File: config.mk
export PLATFORM = sky130hd
export DESIGN_NAME = pfx_stream_fx
export DESIGN_NICKNAME = d
export VERILOG_FILES = /design/src/rtl/pfx_pkg.sv /design/src/rtl/pfx_position.sv /design/src/rtl/pfx_mode_latch.sv /design/src/rtl/pfx_effect.sv /design/src/rtl/pfx_stream_fx.sv
export SDC_FILE = /design/constraint.sdc
export NUM_CORES = 1
export LEC_CHECK = 0
export BUFFER_PORTS_ARGS = -buffer_cell sky130_fd_sc_hd__buf_4
export CELL_PAD_IN_SITES_DETAIL_PLACEMENT = 0
export CELL_PAD_IN_SITES_GLOBAL_PLACEMENT = 1
export CORE_UTILIZATION = 27
export DETAILED_ROUTE_END_ITERATION = 8
export PLACE_DENSITY = 0.54
export RECOVER_POWER = 100
export SLEW_MARGIN = 20
export SYNTH_ARGS = -nofsm -noshare
export SYNTH_HDL_FRONTEND = slang
export SYNTH_SLANG_ARGS = --single-unit
File: constraint.sdc
create_clock -name clk -period 4.1 [get_ports clk]
set_input_delay 0.205 -clock clk [delete_from_list [all_inputs] [get_ports clk]]
set_output_delay 0.205 -clock clk [all_outputs]
set_load 0.02 [all_outputs]
File: src/rtl/pfx_pkg.sv
package pfx_pkg;

  localparam int PIX_W = 32;

  typedef enum logic [1:0] {
    FX_PASS   = 2'd0,
    FX_DOTS   = 2'd1,
    FX_INVERT = 2'd2,
    FX_QUAD   = 2'd3
  } fx_mode_e;

  // Spare byte kept, colour bits forced to white.
  function automatic logic [PIX_W-1:0] fx_whiten(input logic [PIX_W-1:0] p);
    return {p[31:24], 24'hFF_FFFF};
  endfunction

  // Each colour channel complemented (255 - x).
  function automatic logic [PIX_W-1:0] fx_invert(input logic [PIX_W-1:0] p);
    return {p[31:24], ~p[23:16], ~p[15:8], ~p[7:0]};
  endfunction

  // Each colour channel halved.
  function automatic logic [PIX_W-1:0] fx_darken(input logic [PIX_W-1:0] p);
    return {p[31:24], 1'b0, p[23:17], 1'b0, p[15:9], 1'b0, p[7:1]};
  endfunction

endpackage

File: src/rtl/pfx_position.sv
module pfx_position #(
  parameter int WIDTH    = 640,
  parameter int HEIGHT   = 480,
  parameter int DOT_STEP = 4
) (
  input  logic clk,
  input  logic rst_n,
  input  logic beat,
  input  logic sof,
  output logic on_dot,
  output logic in_top,
  output logic in_left,
  output logic frame_end
);
  localparam int COL_W  = (WIDTH  > 1) ? $clog2(WIDTH)  : 1;
  localparam int ROW_W  = (HEIGHT > 1) ? $clog2(HEIGHT) : 1;
  localparam int DOT_LG = (DOT_STEP > 1) ? $clog2(DOT_STEP) : 1;
  localparam logic [COL_W-1:0] COL_LAST = COL_W'(WIDTH - 1);
  localparam logic [ROW_W-1:0] ROW_LAST = ROW_W'(HEIGHT - 1);
  localparam logic [COL_W-1:0] COL_HALF = COL_W'(WIDTH / 2);
  localparam logic [ROW_W-1:0] ROW_HALF = ROW_W'(HEIGHT / 2);

  logic [COL_W-1:0] col_q, cur_col;
  logic [ROW_W-1:0] row_q, cur_row;
  logic             col_wrap, row_wrap;

  // A start-of-frame beat is always position (0,0).
  assign cur_col  = sof ? '0 : col_q;
  assign cur_row  = sof ? '0 : row_q;
  assign col_wrap = (cur_col == COL_LAST);
  assign row_wrap = (cur_row == ROW_LAST);
  assign frame_end = col_wrap && row_wrap;
  assign in_top   = (cur_row < ROW_HALF);
  assign in_left  = (cur_col < COL_HALF);

  generate
    if (DOT_STEP > 1) begin : g_dot_grid
      assign on_dot = (cur_col[DOT_LG-1:0] == '0) && (cur_row[DOT_LG-1:0] == '0);
    end else begin : g_dot_all
      assign on_dot = 1'b1;
    end
  endgenerate

  always_ff @(posedge clk) begin
    if (!rst_n) begin
      col_q <= '0;
      row_q <= '0;
    end else if (beat) begin
      col_q <= col_wrap ? '0 : cur_col + COL_W'(1);
      if (col_wrap) row_q <= row_wrap ? '0 : cur_row + ROW_W'(1);
      else          row_q <= cur_row;
    end
  end


  col_wrap_chk: assert property (@(posedge clk) disable iff (!rst_n)
    beat && col_wrap |=> col_q == '0);

  row_wrap_chk: assert property (@(posedge clk) disable iff (!rst_n)
    beat && frame_end |=> row_q == '0 && col_q == '0);

  col_range_chk: assert property (@(posedge clk) disable iff (!rst_n)
    col_q <= COL_LAST && row_q <= ROW_LAST);

  col_hold_chk: assert property (@(posedge clk) disable iff (!rst_n)
    !beat |=> $stable(col_q) && $stable(row_q));

endmodule

File: src/rtl/pfx_mode_latch.sv
module pfx_mode_latch
  import pfx_pkg::*;
(
  input  logic       clk,
  input  logic       rst_n,
  input  logic       beat,
  input  logic       sof,
  input  logic [1:0] mode_i,
  output fx_mode_e   mode_eff
);
  fx_mode_e mode_q;
  logic     mode_load;

  assign mode_load = beat && sof;
  // The start-of-frame pixel itself already uses the new code.
  assign mode_eff  = sof ? fx_mode_e'(mode_i) : mode_q;

  always_ff @(posedge clk) begin
    if (!rst_n)         mode_q <= FX_PASS;
    else if (mode_load) mode_q <= fx_mode_e'(mode_i);
  end


  mode_hold_chk: assert property (@(posedge clk) disable iff (!rst_n)
    !mode_load |=> $stable(mode_q));

  mode_take_chk: assert property (@(posedge clk) disable iff (!rst_n)
    mode_load |=> mode_q == $past(mode_i));

endmodule

File: src/rtl/pfx_effect.sv
module pfx_effect
  import pfx_pkg::*;
(
  input  fx_mode_e         mode,
  input  logic [PIX_W-1:0] pix_i,
  input  logic             on_dot,
  input  logic             in_top,
  input  logic             in_left,
  output logic [PIX_W-1:0] pix_o
);
  logic [PIX_W-1:0] dotted;

  assign dotted = on_dot ? fx_whiten(pix_i) : pix_i;

  always_comb begin
    unique case (mode)
      FX_PASS:   pix_o = pix_i;
      FX_DOTS:   pix_o = dotted;
      FX_INVERT: pix_o = fx_invert(pix_i);
      FX_QUAD: begin
        unique case ({in_top, in_left})
          2'b11:   pix_o = pix_i;
          2'b10:   pix_o = dotted;
          2'b01:   pix_o = fx_invert(pix_i);
          default: pix_o = fx_darken(pix_i);
        endcase
      end
      default:   pix_o = pix_i;
    endcase
  end

endmodule

File: src/rtl/pfx_stream_fx.sv
module pfx_stream_fx
  import pfx_pkg::*;
#(
  parameter int WIDTH    = 640,
  parameter int HEIGHT   = 480,
  parameter int DOT_STEP = 4
) (
  input  logic        clk,
  input  logic        rst_n,
  input  logic [1:0]  mode_i,
  input  logic        in_valid,
  output logic        in_ready,
  input  logic [31:0] in_data,
  input  logic        in_sof,
  output logic        out_valid,
  input  logic        out_ready,
  output logic [31:0] out_data,
  output logic        out_sof,
  output logic        out_eof
);
  logic             beat;
  logic             on_dot, in_top, in_left, frame_end;
  fx_mode_e         mode_eff;
  logic [PIX_W-1:0] fx_pix;

  assign in_ready = !out_valid || out_ready;
  assign beat     = in_valid && in_ready;

  pfx_position #(
    .WIDTH(WIDTH), .HEIGHT(HEIGHT), .DOT_STEP(DOT_STEP)
  ) u_pos (
    .clk(clk), .rst_n(rst_n), .beat(beat), .sof(in_sof),
    .on_dot(on_dot), .in_top(in_top), .in_left(in_left),
    .frame_end(frame_end)
  );

  pfx_mode_latch u_mode (
    .clk(clk), .rst_n(rst_n), .beat(beat), .sof(in_sof),
    .mode_i(mode_i), .mode_eff(mode_eff)
  );

  pfx_effect u_fx (
    .mode(mode_eff), .pix_i(in_data), .on_dot(on_dot),
    .in_top(in_top), .in_left(in_left), .pix_o(fx_pix)
  );

  always_ff @(posedge clk) begin
    if (!rst_n) begin
      out_valid <= 1'b0;
      out_data  <= '0;
      out_sof   <= 1'b0;
      out_eof   <= 1'b0;
    end else if (in_ready) begin
      out_valid <= in_valid;
      if (beat) begin
        out_data <= fx_pix;
        out_sof  <= in_sof;
        out_eof  <= frame_end;
      end
    end
  end


  out_hold_chk: assert property (@(posedge clk) disable iff (!rst_n)
    out_valid && !out_ready |=> out_valid && $stable(out_data)
                                && $stable(out_sof) && $stable(out_eof));

  beat_lands_chk: assert property (@(posedge clk) disable iff (!rst_n)
    beat |=> out_valid);

  sof_eof_chk: assert property (@(posedge clk) disable iff (!rst_n)
    out_valid && out_sof && out_eof |-> (WIDTH * HEIGHT == 1));

endmodule

# Yosys cells after proc, flatten, opt, wreduce, memory -nomap -nowiden
# Index checks and enable logic that the tools add are counted.
# W data, S select, Z words.
[totals]
ff_bits = 56
latchBits = 0
ramBits = 0
mem_bits_ro = 0
input_bits = 39
output_inout_bits = 36
wordCells = 41
memories = 0
[classes]
addsub = 2
n_mul = 0
div = 0
magnitude_cmp = 2
eq_ne = 8
shifts = 0
n_mux = 9
n_bitwise = 3
n_reduce_logical = 10
[op_table]
columns = ["op", "count"]
rows = [
  ["$pmux W32 S4", 1],
  ["$pmux W24 S3", 1],
  ["$mux W9", 3],
  ["$mux W24", 1],
  ["$not A8 Y8", 3],
  ["$mux W10", 2],
  ["$add A10 B1 Y10 const B", 1],
  ["$eq A10 B10 Y1 const B", 1],
  ["$lt A10 B9 Y1 const B", 1],
  ["$add A9 B1 Y9 const B", 1],
  ["$eq A9 B9 Y1 const B", 1],
  ["$lt A9 B8 Y1 const B", 1],
  ["$eq A2 B2 Y1 const B", 4],
  ["$logic_not A2 Y1", 3],
  ["$eq A2 B1 Y1 const B", 2],
  ["$logic_and A1 B1 Y1", 4],
  ["$mux W2", 1],
  ["$reduce_and A2 Y1", 1],
  ["$logic_not A1 Y1", 1],
  ["$logic_or A1 B1 Y1", 1],
]

# Logic depth before layout (Yosys ltp)
# Gate-level depths: netlist of run 1.
[depth]
depth_word = 6
depth_mapped = 11
ltp_nobuf = 9

# By module
# A second synthesis of run 1 with hierarchy kept.
[hier_totals]
cells_unflattened = 541
hier_area_um2 = 4053.9
[modules_own_cells]
columns = ["mod", "n_inst", "cells_per_inst", "area_each_um2"]
rows = [
  ["pfx_stream_fx", 1, 153, 1443.9],
  ["pfx_position", 1, 163, 1303.8],
  ["pfx_effect", 1, 214, 1207.4],
  ["pfx_mode_latch", 1, 11, 98.8],
]

# Worst setup path after synthesis of run 1
# No wires, ideal clock.
[synth_path]
path_type = "input -> register"
start = "input port in_sof"
end = "register u_pos.row_q[8]"
t_arrival_ps = 2378
path_slack_ps = 1609
stages = 11
n_path_buf = 2
cell_sequence = "inv_1 > clkbuf_1 > nand2_1 > inv_1 > ha_1 > nand3_2 > or3_1 > clkbuf_2 > or4_4 > a21o_1 > a21o_1"
[synth_between]
elab_chain_len = 4
word_cells_on_any_way = 7
classes_between = "add/sub (1); eq/ne (2); mux (4)"
[synth_rtl]
columns = ["element", "line_no", "source"]
rows = [
  ["start: declaration", "pfx_stream_fx.sv:14", "input logic in_sof,"],
  ["$mux W9", "pfx_position.sv:29", "assign cur_row = sof ? '0 : row_q;"],
  ["$add A9 B1 Y9 or $eq A9 B9 Y1 (tied branches)", "pfx_position.sv:50, pfx_position.sv:31", ""],
  ["$mux W9", "pfx_position.sv:50", "if (col_wrap) row_q <= row_wrap ? '0 : cur_row + ROW_W'(1);"],
  ["$mux W9 *", "pfx_position.sv:50", ""],
  ["end signal: assignment", "pfx_position.sv:50", ""],
  ["end signal: assignment", "pfx_position.sv:51", "else row_q <= cur_row;"],
  ["end: declaration", "pfx_position.sv:24", "logic [ROW_W-1:0] row_q, cur_row;"],
]
# Every way passes the cells marked *; elsewhere a longest branch is shown, timed or not.
# A chain may end at the register's enable or synchronous reset.

# Final worst setup path of run 1
[layout_path]
start = "input port in_sof"
end = "register u_pos.row_q[0]"
# Same word-level chain as after synthesis.

==> metrics, run 1 <==
pwr/cell area 310.6 nW/um^2; Max Clock Skew 0.008606 ns; starting density of the core 27.95%; register area share after synthesis 30.05%; Die ar. 14,290 um^2; Cells after Synth 493; P_sw 0.0004525 W; post-cts sizing count 0; Crit Path Max Fanout 33; worst vdd ir 0.0001271 V; # IOs 75; post-synthesis mux area share 2.448%; FF-to-FF Start out_valid; max-capacitance violation count 1; GP Congestion 0.7571; final worst slack 1.038 ns; final hold slack 0.1418 ns; Finish-stage setup viols 0; Worst setup SP type primary input; die width 119.6 um; grt ovf 0; post-DP HPWL 8.115 mm; Worst Tran Pin Value 1.486 ns; Max Freq 0.3266 GHz; Yosys reg bits 56; CTS tree yes; Slew Limit Fails 0; Buffers on Ports 74; Hold Path Class in -> reg; TNS Setup 0 ns; Tot GR Track Use 18.15%; CTS Buf Count 5; share of the synthesized area in the top cell type 30.05%; DRC 0; total core area 13,350 um^2; drt via density 5.436; status complete, but fails checks; Post-CTS Hold Fix Bufs 0; WS Path Type in -> reg; Cell Area, Placed 4437 um^2; H-tree depth 2; clock power share 34.5%; min-delay src in_data[29]; Vert. Die Dim 119.6 um; Internal Power 0.0009222 W; period utilisation layout 74.67%; DRT antenna net count 0; ratio of cells with drive above 1 in the final layout 11.21%; WL final 12.55 mm; Post-Synth Simple-Gate Area 21.60%; syn_nets 536; top post-synthesis cells by count 56 x dfxtp_1, 50 x nand2_1, 40 x o21ai_0; initial antenna violation count 0; Max Root-Sink Buffers 2; clk root buf clkbuf_16; number of synthesized flops with an enable pin 0; Final Hold Vio Count 0; combinational family with the most area after synthesis compound AO/OA/AOI/OAI gates; switching portion of total power 32.92%; Compound-Gate Fraction of Synth Area 39.50%; Distinct cells, synth 51; WP data arrival 3.30 ns; final core area utilization 33.16%; count leader, synth dfxtp_1; xor/xnor share of the synthesized area 0.2347%; crit end category flop; violated checks max-capacitance violations; Leak 1.657 nW; worst slew margin relative to its limit 0.6730%; top cells by area, synth dfxtp_1 30%, o21a_1 7.8%, a211oi_1 6.4%; sequential share of power 43.5%; Clock Latency Late Sink 0.31 ns; clock transition at the registers of the reported paths 0.08 ns; nets 586; syn avg cell area 7.568 um^2; Logic pwr share 21.9%; area delta synth->final 18.65%; largest net degree at the start of global routing 53; number of global-route vias before repair 3,766; Setup Fix Bufs, Post-CTS 0; min Tclk post-route 3.062 ns; first-pass GRT wire length 20.42 mm; Syn Std Cell Area 3731 um^2; Top FF cell, synth dfxtp_1; clk sink count 56; via count 3,914; CP Data Required Time 4.34 ns; reg-to-reg setup timing slack 1.10 ns; RSZ-0062 raised after global routing no; cell taking the most area after synthesis dfxtp_1; drt first-iter violations 196; FFs w/ async S/R, synth 0%; DP Worst Slack 1.183 ns; Crit. Startpoint in_sof; Yosys warning total 0; design area 4427 um^2; antenna fix cells 0; first-pass detailed-route iteration total 4; Placement Rows 42; Wirelength per Cell 17.43 um; Adder-Cell Fraction of Synth Area 1.341%
-- power groups by stage --
stage,combinational [W],clock (W),sequential (W)
finish,0.000302,0.000475,0.000598
global route,0.000333,0.000507,0.000603
CTS,0.000330,0.000493,0.000599
detailed placement,0.000329,0,0.000612
global placement,0.000329,0,0.000611
floorplan,0.000156,0,0.000644
-- per-stage QoR --
| step | power (W) | std cells |
|---|---|---|
| 6_report | 0.001375 | 720 |
| 5_1_grt | 0.001443 | 720 |
| 4_1_cts | 0.001422 | 720 |
| 3_5_place_dp | 0.0009408 | 712 |
| 3_3_place_gp | 0.0009397 | 712 |
| 2_1_floorplan | 0.0007998 | 493 |
-- area by class of cell --
type                       count  area (um^2)
sequential                    56         1121
tap                          176        220.2
fill                        1482         8921
inverter                       6        22.52
timing repair buffer          84        484.2
multi-input combinational    390         2429
clock buffer                   5        125.1
clock inverter                 3        25.02
-- path summary, 6_finish.rpt --
kind                                  endpoint  cells past startpoint
worst max-delay path            u_pos.row_q[0]                      9
worst min-delay path              out_data[29]                      3
worst max register to register  u_pos.col_q[6]                      6
worst min register to register    out_data[15]                      2
-- cell usage in the layout, fill, tap and decap left out, types with 3 or more instances in the layout --
cell and instances:
nand2_1 50, nor3_1 25, nor2_1 31, nand2b_1 4, o211ai_1 6, o21ai_0 40
nor3b_1 3, clkbuf_16 5, nand4_1 6, inv_1 6, buf_4 45, dfxtp_1 56
clkbuf_1 39, and3_1 3, ha_1 4, nor4_1 4, o221ai_1 3, nand3_1 13
a21o_1 8, a21boi_0 22, a211oi_1 32, nor2b_1 6, o211a_1 15, a21oi_1 37
mux2i_1 7, o21a_1 39, and2_0 3
-- per-layer routing --
| layer | GRT usage [%] | part of all wire, % |
|---|---|---|
| met1 | 23.37 | 47 |
| met2 | 30.20 | 47 |
| met3 | 2.757 | 3.2 |
| met4 | 7.422 | 2.7 |
| met5 | 0 | 0 |
-- registers in the layout, indices dropped and copies added (netlist names) --
| name | count |
|---|---|
| out_eof | 1 |
| u_pos.col_q | 10 |
| out_sof | 1 |
| out_data | 32 |
| out_valid | 1 |
| u_pos.row_q | 9 |
| u_mode.mode_q | 2 |
-- cell families after synthesis --
family          Yosys count
buf+inv                  47
flops                    56
compound gates          215
simple gates            161
fa+ha+maj                 4
xor+xnor                  1
mux                       9
-- critical path: stages --
cell and delay, ns:
buf_4 0.21, inv_1 0.32, nand2_1 0.13, inv_1 0.09
ha_1 0.19, nand3_1 0.20, nor4_1 1.14, or4b_2 0.64
a21boi_0 0.15
Note: power is estimated with default switching activity, not from simulation.
==> inputs of run 2 (changes only) <==
--- a/config.mk
+++ b/config.mk
@@ -10,7 +10,7 @@
 export CELL_PAD_IN_SITES_GLOBAL_PLACEMENT = 1
 export CORE_UTILIZATION = 27
 export DETAILED_ROUTE_END_ITERATION = 8
-export PLACE_DENSITY = 0.54
+export PLACE_DENSITY = 0.56
 export RECOVER_POWER = 100
 export SLEW_MARGIN = 20
 export SYNTH_ARGS = -nofsm -noshare
==> constraint.sdc (replaced) <==
create_clock -name clk -period 2.7 [get_ports clk]
set_input_delay 0.135 -clock clk [delete_from_list [all_inputs] [get_ports clk]]
set_output_delay 0.135 -clock clk [all_outputs]
set_load 0.02 [all_outputs]
==> run 2 against run 1 <==
Clock power increased by 49%. Final area increased by 1.1%. Cell count grew 1.5%. Hold slack got worse by 0.063 ns. The flow now finishes without violations.
==> metrics, run 2 (synthesized netlist as in run 1, its figures left out) <==
status complete, no violations; nets 597; DP Worst Slack 0.2977 ns; Top delay family on crit path simple AND/OR/NAND/NOR gates; max reg flops 32; Wirelength per Cell 17.18 um; H-tree depth 2; Max Clock Skew 0.009819 ns; period utilisation layout 91.78%; Biggest register out_data; clock transition at the registers of the reported paths 0.08 ns; ratio of cells with drive above 1 in the final layout 12.25%; CTS Buf Count 5; P_sw 0.0006801 W; Setup Fix Bufs, Post-CTS 0; largest net degree at the start of global routing 52; drt first-iter violations 143; Cell Area, Placed 4513 um^2; first-pass detailed-route iteration total 4; TNS Setup 0 ns; Final Hold Vio Count 0; post-DP HPWL 8.216 mm; switching portion of total power 32.66%; initial antenna violation count 0; Hold Path Class in -> reg; most frequent cells in the layout 56 x dfxtp_1, 50 x nand2_1, 49 x buf_4, 41 x clkbuf_1, 40 x o21ai_0; clk root buf clkbuf_16; Clock Latency Late Sink 0.32 ns; WL final 12.56 mm; Die ar. 14,290 um^2; CP Data Required Time 2.92 ns; worst slew margin relative to its limit 32.19%; DRC 0; sequential share of power 43.6%; Logic pwr share 22.4%; min Tclk post-route 2.478 ns; worst vdd ir 0.0001798 V; Max Root-Sink Buffers 2; WP data arrival 2.70 ns; post-cts sizing count 0; Critical Path, Cell by Cell nand2b_1 > inv_1 > ha_1 > nand3_1 > or3_1 > or4_1 > a21o_1 > a21o_1; Largest regs out_data x32, u_pos.col_q x10, u_pos.row_q x9; final worst slack 0.2220 ns; Crit-path slowest cell or4_1; Buffers on Ports 74; DP Cell Count 723; clock power share 34.0%; RSZ-0062 raised after global routing no; Worst path max stage delay 0.57 ns; WS Path Type reg -> reg; grt ovf 0; Max Freq 0.4036 GHz; Crit Path Max Fanout 6; via count 3,906; Worst Tran Pin Value 1.017 ns; total core area 13,350 um^2; max-capacitance violation count 0; antenna fix cells 0; CP most frequent cell a21o_1; Internal Power 0.001403 W; die width 119.6 um; Leak 1.701 nW; CTS tree yes; Slew Limit Fails 0; non-filler cells, final 731; most common cell after layout, fill and taps aside dfxtp_1; Finish-stage setup viols 0; starting density of the core 27.95%; first-pass GRT wire length 20.20 mm; Worst setup SP type flop; DRT antenna net count 0; GP Congestion 0.7781; Placement Rows 42; # IOs 75; pwr/cell area 465.2 nW/um^2; Tot GR Track Use 17.90%; number of global-route vias before repair 3,867; area delta synth->final 19.99%; Vert. Die Dim 119.6 um; CP bufs+invs 1; design area 4477 um^2; crit end category flop; Post-CTS Hold Fix Bufs 0; drt via density 5.343; clk sink count 56
[run 2: cell count changes in the layout (fill, tap and decap cells not counted)]
| cell | previous run | this run |
|---|---|---|
| buf_4 | 45 | 49 |
| clkinv_4 | 0 | 1 |
| a31oi_1 | 2 | 3 |
| and2_1 | 1 | 3 |
| clkinvlp_4 | 1 | 0 |
| clkbuf_1 | 39 | 41 |
| or4_4 | 1 | 0 |
| or4_1 | 1 | 2 |
| inv_6 | 2 | 1 |
| clkinv_2 | 0 | 1 |
| a31oi_2 | 1 | 0 |
| clkbuf_2 | 0 | 5 |
| and2_0 | 3 | 1 |
[run 2: layout make-up]
type                    count  area (um^2)
fillers                  1503         8871
multi-input cells         390         2419
flip-flops and latches     56         1121
repair buffers             95        546.8
well taps                 176        220.2
clock buffers               5        125.1
clock inverters             3        22.52
inverters                   6        22.52
[run 2: power by group through the flow]
stage / combinational [W] / sequential, W / clock (W)
after floorplan: 0.000237 / 0.000977 / 0
after global placement: 0.000509 / 0.000927 / 0
after detailed placement: 0.000511 / 0.000928 / 0
after CTS: 0.000513 / 0.000909 / 0.000742
after global routing: 0.000516 / 0.000914 / 0.000766
final: 0.000467 / 0.000907 / 0.000709
[run 2: metrics by stage]
| step | hold slack, ns | power, W | util (%) |
|---|---|---|---|
| floorplan | 0.2739 | 0.001215 | - |
| global placement | 0.3990 | 0.001436 | 33.81 |
| detailed placement | 0.4088 | 0.001439 | 33.81 |
| CTS | 0.07014 | 0.002164 | 34.92 |
| global route | 0.08304 | 0.002196 | 33.54 |
| finish | 0.07830 | 0.002083 | 33.54 |
[run 2: worst min-delay path, cell delays in order]
cell	delay (ns)
buf_4	0.11
nand2_1	0.04
a21boi_0	0.06
[run 2: routing by layer]
layer / GRT usage [%] / part of all wire (%)
met1: 22.51 / 47
met2: 30.82 / 48
met4: 6.328 / 1.4
met5: 0 / 0
met3: 2.804 / 3.0
[run 2: final timing paths]
kind | end | slack (ns) | depth (start not counted) | startpoint
worst max-delay path | u_pos.row_q[8] | 0.22 | 8 | u_pos.col_q[0]
worst min-delay path | out_data[29] | 0.08 | 3 | in_data[29]
worst max register to register | u_pos.row_q[8] | 0.22 | 8 | u_pos.col_q[0]
worst min register to register | out_eof | 0.46 | 2 | out_eof
